### src/rtl/gpio_cp_pkg.sv
package gpio_cp_pkg;

    typedef enum logic [1:0] {
        CG_IDLE = 2'd0,
        CG_HIGH = 2'd1,
        CG_LOW  = 2'd2
    } cg_state_e;

    localparam logic [2:0] TRIG_HIGH = 3'd0;
    localparam logic [2:0] TRIG_LOW  = 3'd1;
    localparam logic [2:0] TRIG_RISE = 3'd2;
    localparam logic [2:0] TRIG_FALL = 3'd3;
    localparam logic [2:0] TRIG_BOTH = 3'd4;

    localparam int ADDR_DIR   = 0;
    localparam int ADDR_DOUT  = 1;
    localparam int ADDR_DIN   = 2;
    localparam int ADDR_IEN   = 3;
    localparam int ADDR_TRIG0 = 4;
    localparam int ADDR_STAT  = 6;
    localparam int ADDR_CKSEL = 7;
    localparam int ADDR_CKT0  = 8;

endpackage

### src/rtl/gpio_cp_sync.sv
module gpio_cp_sync #(
    parameter int W = 16
) (
    input  logic         clk,
    input  logic         rst_n,
    input  logic [W-1:0] d,
    output logic [W-1:0] q
);
    logic [W-1:0] meta_q;

    always_ff @(posedge clk or negedge rst_n) begin
        if (!rst_n) begin
            meta_q <= '0;
            q      <= '0;
        end else begin
            meta_q <= d;
            q      <= meta_q;
        end
    end
endmodule

### src/rtl/gpio_cp_irq_cell.sv
module gpio_cp_irq_cell
    import gpio_cp_pkg::*;
(
    input  logic       clk,
    input  logic       rst_n,
    input  logic       lvl,
    input  logic [2:0] trig,
    input  logic       clr,
    output logic       status
);
    logic prev_q;
    logic lat_q;
    logic is_edge;
    logic ev;

    always_comb begin
        is_edge = 1'b0;
        ev      = 1'b0;
        status  = 1'b0;
        case (trig)
            TRIG_HIGH: status = lvl;
            TRIG_LOW:  status = ~lvl;
            TRIG_RISE: begin is_edge = 1'b1; ev = lvl & ~prev_q; end
            TRIG_FALL: begin is_edge = 1'b1; ev = ~lvl & prev_q; end
            TRIG_BOTH: begin is_edge = 1'b1; ev = lvl ^ prev_q;  end
            default:   status = 1'b0;
        endcase
        if (is_edge) status = lat_q;
    end

    always_ff @(posedge clk or negedge rst_n) begin
        if (!rst_n) begin
            prev_q <= 1'b0;
            lat_q  <= 1'b0;
        end else begin
            prev_q <= lvl;
            if (ev)       lat_q <= 1'b1;
            else if (clr) lat_q <= 1'b0;
        end
    end


    lat_hold_chk: assert property (@(posedge clk) disable iff (!rst_n)
        (lat_q && !clr) |=> lat_q);


    ev_sets_chk: assert property (@(posedge clk) disable iff (!rst_n)
        (ev && clr) |=> lat_q);
endmodule

### src/rtl/gpio_cp_clkgen.sv
module gpio_cp_clkgen
    import gpio_cp_pkg::*;
#(
    parameter int CNT_W = 8
) (
    input  logic             clk,
    input  logic             rst_n,
    input  logic             en,
    input  logic [CNT_W-1:0] hi_cnt,
    input  logic [CNT_W-1:0] lo_cnt,
    output logic             clk_o
);
    localparam logic [CNT_W-1:0] ONE = CNT_W'(1);

    cg_state_e        state_q, state_d;
    logic [CNT_W-1:0] cnt_q, cnt_d;
    logic [CNT_W-1:0] hi_eff, lo_eff;

    assign hi_eff = (hi_cnt == '0) ? ONE : hi_cnt;
    assign lo_eff = (lo_cnt == '0) ? ONE : lo_cnt;

    // state register
    always_ff @(posedge clk or negedge rst_n) begin
        if (!rst_n) begin
            state_q <= CG_IDLE;
            cnt_q   <= '0;
        end else begin
            state_q <= state_d;
            cnt_q   <= cnt_d;
        end
    end

    // next state
    always_comb begin
        state_d = state_q;
        cnt_d   = cnt_q;
        if (!en) begin
            state_d = CG_IDLE;
            cnt_d   = '0;
        end else begin
            unique case (state_q)
                CG_IDLE: begin
                    state_d = CG_HIGH;
                    cnt_d   = hi_eff;
                end
                CG_HIGH: begin
                    if (cnt_q <= ONE) begin
                        state_d = CG_LOW;
                        cnt_d   = lo_eff;
                    end else begin
                        cnt_d = cnt_q - ONE;
                    end
                end
                CG_LOW: begin
                    if (cnt_q <= ONE) begin
                        state_d = CG_HIGH;
                        cnt_d   = hi_eff;
                    end else begin
                        cnt_d = cnt_q - ONE;
                    end
                end
                default: begin
                    state_d = CG_IDLE;
                    cnt_d   = '0;
                end
            endcase
        end
    end

    // outputs
    always_comb begin
        clk_o = (state_q == CG_HIGH);
    end


    cnt_nonzero_chk: assert property (@(posedge clk) disable iff (!rst_n)
        (state_q != CG_IDLE) |-> (cnt_q != '0));


    idle_when_off_chk: assert property (@(posedge clk) disable iff (!rst_n)
        !en |=> (state_q == CG_IDLE));


    hold_high_chk: assert property (@(posedge clk) disable iff (!rst_n)
        (en && state_q == CG_HIGH && cnt_q > ONE) |=>
        (state_q == CG_HIGH && cnt_q == $past(cnt_q) - ONE));
endmodule

### src/rtl/gpio_clkpin_ctrl.sv
module gpio_clkpin_ctrl
    import gpio_cp_pkg::*;
#(
    parameter int NPIN  = 16,
    parameter int NIO   = 14,
    parameter int NIRQ  = 13,
    parameter int CNT_W = 8,
    parameter int AW    = 4,
    parameter int DW    = 32
) (
    input  logic            clk,
    input  logic            rst_n,
    input  logic            reg_wr,
    input  logic [AW-1:0]   reg_addr,
    input  logic [DW-1:0]   reg_wdata,
    output logic [DW-1:0]   reg_rdata,
    input  logic [NPIN-1:0] pin_in,
    output logic [NPIN-1:0] pin_out,
    output logic [NPIN-1:0] pin_oe,
    output logic [NIRQ-1:0] irq
);
    localparam int NCLK   = NPIN - NIO;
    localparam int TPW    = DW / 3;
    localparam int LO_LSB = DW / 2;

    logic [NPIN-1:0]  dir_q, dout_q, din_s;
    logic [NIRQ-1:0]  ien_q, stat, clr;
    logic [2:0]       trig_q [NIRQ];
    logic [NCLK-1:0]  cksel_q, gen_clk;
    logic [CNT_W-1:0] hi_q [NCLK];
    logic [CNT_W-1:0] lo_q [NCLK];
    logic             unused_wdata;

    assign unused_wdata = ^reg_wdata;

    always_ff @(posedge clk or negedge rst_n) begin
        if (!rst_n) begin
            dir_q   <= '0;
            dout_q  <= '0;
            ien_q   <= '0;
            cksel_q <= NCLK'(1) << (NCLK - 1);
            for (int i = 0; i < NIRQ; i++) trig_q[i] <= TRIG_HIGH;
            for (int g = 0; g < NCLK; g++) begin
                hi_q[g] <= CNT_W'(1);
                lo_q[g] <= CNT_W'(1);
            end
        end else if (reg_wr) begin
            if (reg_addr == AW'(ADDR_DIR))   dir_q   <= reg_wdata[NPIN-1:0];
            if (reg_addr == AW'(ADDR_DOUT))  dout_q  <= reg_wdata[NPIN-1:0];
            if (reg_addr == AW'(ADDR_IEN))   ien_q   <= reg_wdata[NIRQ-1:0];
            if (reg_addr == AW'(ADDR_CKSEL)) cksel_q <= reg_wdata[NCLK-1:0];
            for (int i = 0; i < NIRQ; i++) begin
                if (reg_addr == AW'(ADDR_TRIG0 + i / TPW))
                    trig_q[i] <= reg_wdata[3*(i%TPW) +: 3];
            end
            for (int g = 0; g < NCLK; g++) begin
                if (reg_addr == AW'(ADDR_CKT0 + g)) begin
                    hi_q[g] <= reg_wdata[CNT_W-1:0];
                    lo_q[g] <= reg_wdata[LO_LSB +: CNT_W];
                end
            end
        end
    end

    gpio_cp_sync #(.W(NPIN)) u_sync (
        .clk   (clk),
        .rst_n (rst_n),
        .d     (pin_in),
        .q     (din_s)
    );

    assign clr = (reg_wr && reg_addr == AW'(ADDR_STAT)) ? reg_wdata[NIRQ-1:0] : '0;

    for (genvar i = 0; i < NIRQ; i++) begin : g_irq
        gpio_cp_irq_cell u_cell (
            .clk    (clk),
            .rst_n  (rst_n),
            .lvl    (din_s[i]),
            .trig   (trig_q[i]),
            .clr    (clr[i]),
            .status (stat[i])
        );
    end

    assign irq = stat & ien_q;

    for (genvar g = 0; g < NCLK; g++) begin : g_clk
        gpio_cp_clkgen #(.CNT_W(CNT_W)) u_cg (
            .clk    (clk),
            .rst_n  (rst_n),
            .en     (cksel_q[g]),
            .hi_cnt (hi_q[g]),
            .lo_cnt (lo_q[g]),
            .clk_o  (gen_clk[g])
        );


        clk_oe_chk: assert property (@(posedge clk) disable iff (!rst_n)
            cksel_q[g] |-> pin_oe[NIO+g]);
    end

    always_comb begin
        pin_out = dout_q;
        pin_oe  = dir_q;
        for (int g = 0; g < NCLK; g++) begin
            if (cksel_q[g]) begin
                pin_out[NIO+g] = gen_clk[g];
                pin_oe[NIO+g]  = 1'b1;
            end
        end
    end

    always_comb begin
        reg_rdata = '0;
        case (reg_addr)
            AW'(ADDR_DIR):   reg_rdata = DW'(dir_q);
            AW'(ADDR_DOUT):  reg_rdata = DW'(dout_q);
            AW'(ADDR_DIN):   reg_rdata = DW'(din_s);
            AW'(ADDR_IEN):   reg_rdata = DW'(ien_q);
            AW'(ADDR_STAT):  reg_rdata = DW'(stat);
            AW'(ADDR_CKSEL): reg_rdata = DW'(cksel_q);
            default:         reg_rdata = '0;
        endcase
        for (int i = 0; i < NIRQ; i++) begin
            if (reg_addr == AW'(ADDR_TRIG0 + i / TPW))
                reg_rdata[3*(i%TPW) +: 3] = trig_q[i];
        end
        for (int g = 0; g < NCLK; g++) begin
            if (reg_addr == AW'(ADDR_CKT0 + g)) begin
                reg_rdata[CNT_W-1:0]       = hi_q[g];
                reg_rdata[LO_LSB +: CNT_W] = lo_q[g];
            end
        end
    end


    dir_follow_chk: assert property (@(posedge clk) disable iff (!rst_n)
        (reg_wr && reg_addr == AW'(ADDR_DIR)) |=>
        (pin_oe[NIO-1:0] == $past(reg_wdata[NIO-1:0])));
endmodule

### config.mk
export PLATFORM = sky130hd
export DESIGN_NAME = gpio_clkpin_ctrl
export DESIGN_NICKNAME = d
export VERILOG_FILES = /design/src/rtl/gpio_cp_pkg.sv /design/src/rtl/gpio_cp_sync.sv /design/src/rtl/gpio_cp_irq_cell.sv /design/src/rtl/gpio_cp_clkgen.sv /design/src/rtl/gpio_clkpin_ctrl.sv
export SDC_FILE = /design/constraint.sdc
export NUM_CORES = 1
export LEC_CHECK = 0
export BUFFER_PORTS_ARGS = -buffer_cell sky130_fd_sc_hd__buf_4
export CAP_MARGIN = 20
export CORE_ASPECT_RATIO = 1.2
export CORE_MARGIN = 2
export CORE_UTILIZATION = 55
export DETAILED_ROUTE_END_ITERATION = 7
export GPL_TIMING_DRIVEN = 0
export HOLD_SLACK_MARGIN = 0.03
export PLACE_DENSITY = 0.76
export SLEW_MARGIN = 10
export SYNTH_ARGS = -nofsm -noshare
export SYNTH_HDL_FRONTEND = slang
export SYNTH_SLANG_ARGS = --single-unit
### constraint.sdc
create_clock -name clk -period 5.46 [get_ports clk]
set_input_delay 0.546 -clock clk [delete_from_list [all_inputs] [get_ports clk]]
set_output_delay 0.546 -clock clk [all_outputs]
set_load 0.03 [all_outputs]
==> reports/results.ini <==
[run_status]
status = completed

[run]
maxCapViolCount = 0

[detailed_routing]
antenna_left = 0
drc = 0
routed_via_density = 6.043
wl_microns = 28190
dr.pass1.iters = 5
drt_iter0_drc = 628
vias = 7995
wl_per_cell_microns = 21.31

[clock_network]
cts_tree = done
cts-htree-levels = 4
clkTransAtPathRegs_ns = 0.07
root_buffer = clkbuf_16
cts_num_sinks = 196
clk_latency_ns = 0.43
cts-resized-gates = 0
hold_buffers = 0
cts_made_buffers = 17
clock_path_buffers = 2
cts_setup_buffers = 0

[sta]
setup_viol = 0
tns_ns = 0
whs_ns = 0.09737
worstMarginPinSlew_ns = 0.9234
fin_skew_ns = 0.008062
hold_viol = 0
rsz0062_at_grt = no
fmax_mhz = 275.7
max_slew_margin_pct = 37.91
post-route-min-period_ns = 3.628
fin_crit_sh_pct = 66.44
final_max_slew_viol_count = 0

[grt]
grt_pass1_vias = 8033
antenna_found_initial = 2
grt_max_degree = 100
track_usage_pct = 28.91
gr-total-overflow = 0
grt_first_pass_wirelength_microns = 44480

[die]
die_h_microns = 154.8
core_sq_um = 18720
start_util_pct = 55.65
row_count = 55
io_pins = 132
die_area_sq_um = 20060
die_x_microns = 129.6

[place]
io_buffers = 122
dp_hpwl_microns = 20410
place_congestion = 0.9674
placed_cell_area_sq_um = 11690

[synthesis]
async_reset_ff_share_pct = 100.0
synth_seq_area_share_pct = 47.15
synth_seq_cells = 196
synth_area_sq_um = 10420
synthTopCellsByArea = dfrtp_1, mux2_2, ha_1
yosysWarnings = 0
yosysUniqueCellTypes = 71
synth_edf_count = 0
yosysTopAreaCell = dfrtp_1
synthCells = 910
avgSynthCellArea_sq_um = 11.45
synth_top_area_share_pct = 45.89
ys.flop_type = dfrtp_1

[power]
power_density_nw_per_um2 = 438.4
ir_worst_vdd_mv = 0.2741
leakage_uw = 0.005614

[cells_and_area]
syn2layout_area_growth_pct = 18.11
fin_nets = 1138
n_fill_cell = 1564
multi_input_area_sq_um = 4927
seq_area_sq_um = 4911
drive_gt1_share_pct = 33.15
design_area_sq_um = 12300

[critical_path]
cp.required_ns = 4.91
startpoint_type = input port
endpoint_kind = output pin
arrival_ns = 3.08
critical_path_class = in2out
path_max_fanout = 10

[hold_path]
hold_class = in2async

## registers in the layout, indices dropped and copies added (netlist names)
| name | cells |
|---|---|
| g_irq.u_cell.prev_q | 13 |
| g_clk.u_cg.cnt_q | 16 |
| g_irq.u_cell.lat_q | 13 |
| trig_q | 39 |
| lo_q | 16 |
| u_sync.q | 16 |
| ien_q | 13 |
| dout_q | 16 |
| hi_q | 16 |
| dir_q | 16 |
| cksel_q | 2 |
| u_sync.meta_q | 16 |
| g_clk.u_cg.state_q | 4 |
## worst paths after layout
| path | start | end | slack [ns] | cells past startpoint |
|---|---|---|---|---|
| hold reg to reg | u_sync.meta_q[6] | u_sync.q[6] | 0.35 | 0 |
| max in group asynchronous | rst_n | trig_q[2] | 4.42 | 2 |
| setup reg to reg | g_clk[1].u_cg.cnt_q[3] | g_clk[1].u_cg.cnt_q[5] | 2.94 | 5 |
| setup / recovery | reg_addr[0] | reg_rdata[6] | 1.83 | 8 |
| hold / removal | rst_n | g_clk[0].u_cg.cnt_q[7] | 0.1 | 1 |
| min in group clk | pin_in[9] | u_sync.meta_q[9] | 0.21 | 1 |
## placed cells by master, fill, tap and decap left out, types with 5 or more instances in the layout
cell type,count
and2_1,18
dfstp_2,5
or2_2,5
o31ai_1,7
ha_1,30
buf_2,6
o21a_1,9
buf_4,153
a221o_1,9
clkbuf_1,31
dfrtp_1,191
a22oi_1,36
o311ai_0,5
nor4_1,7
nor4b_1,13
o21ai_0,32
or4b_2,5
nand3_1,10
nor3_1,10
nor2b_1,17
nand3b_1,8
a211o_1,8
nand2_1,49
mux4_2,7
mux2i_1,33
nor3b_1,11
mux2_2,130
a21oi_1,19
nor2_1,29
or3_1,5
clkbuf_16,17
a22o_1,6
inv_1,46
o21bai_1,6
## power by group
part / switching (uW) / internal [uW]
sequential: 376 / 1760
combinational: 1040 / 919
clock: 554 / 746
## Yosys cell counts (6+ instances only)
cell        n
o21bai_1    6
a21oi_1    19
o21a_1      9
clkbuf_1   30
a22o_1      6
mux2i_1    33
buf_4      32
o21ai_0    32
o31ai_1     7
a22oi_1    36
nor2_1     29
and2_1     18
a221o_1     9
mux4_2      7
nand3_1    10
ha_1       30
dfrtp_1   191
nor4_1      7
nor3b_1    11
nor2b_1    17
nor4b_1    13
mux2_2    130
a211o_1     8
nor3_1     10
nand3b_1    8
nand2_1    49
buf_2       6
inv_1      46
## area by class of cell
| type | count | area share, % |
|---|---|---|
| flip-flops and latches | 196 | 39.92 |
| clock buffers | 20 | 3.712 |
| clock inverters | 11 | 1.220 |
| repair buffers | 123 | 7.729 |
| diodes | 2 | 0.04068 |
| multi-input cells | 596 | 40.05 |
| plain buffers | 73 | 3.326 |
| inverters | 46 | 1.403 |
| well taps | 256 | 2.603 |
## worst max-delay path: stages
cell,delay [ns]
buf_2,0.21
buf_1,0.71
clkbuf_1,0.53
o21bai_1,0.12
a21oi_1,0.18
a22oi_1,0.14
o21ai_0,0.41
buf_4,0.24
## through the flow
stage | utilization [%] | total power, uW | setup WS (ns) | instances
finish | 65.73 | 5394 | 1.832 | 1323
detailed placement | 62.46 | 4090 | 1.982 | 1290
CTS | 65.70 | 5398 | 1.960 | 1321
global route | 65.73 | 5673 | 1.695 | 1323
floorplan | - | 3460 | 2.381 | 911
global placement | 62.27 | 4050 | 1.970 | 1289
## metal layers
layer | up-vias | wire, microns | GRT usage, % | share of wire, %
li1 | 3598 | - | - | -
met1 | 4025 | 11330 | 36.23 | 40
met2 | 295 | 14100 | 48.57 | 50
met3 | 77 | 1577 | 5.396 | 5.6
met4 | 0 | 1179 | 12.90 | 4.2
met5 | - | 0 | 0 | 0
## kinds of logic after synthesis
| logic type | count (synthesis) | synth area share (%) |
|---|---|---|
| other | 1 | 0.03600 |
| and+or+nand+nor | 207 | 11.45 |
| muxes | 170 | 18.74 |
| AOI/OAI and AO/OA | 180 | 12.85 |
| xor gates and xnor gates | 7 | 0.5886 |
| DFF | 196 | 47.15 |
| buffers and inverters | 119 | 5.586 |
| adders and majority gates | 30 | 3.604 |
Note: power is estimated with default switching activity, not from simulation.
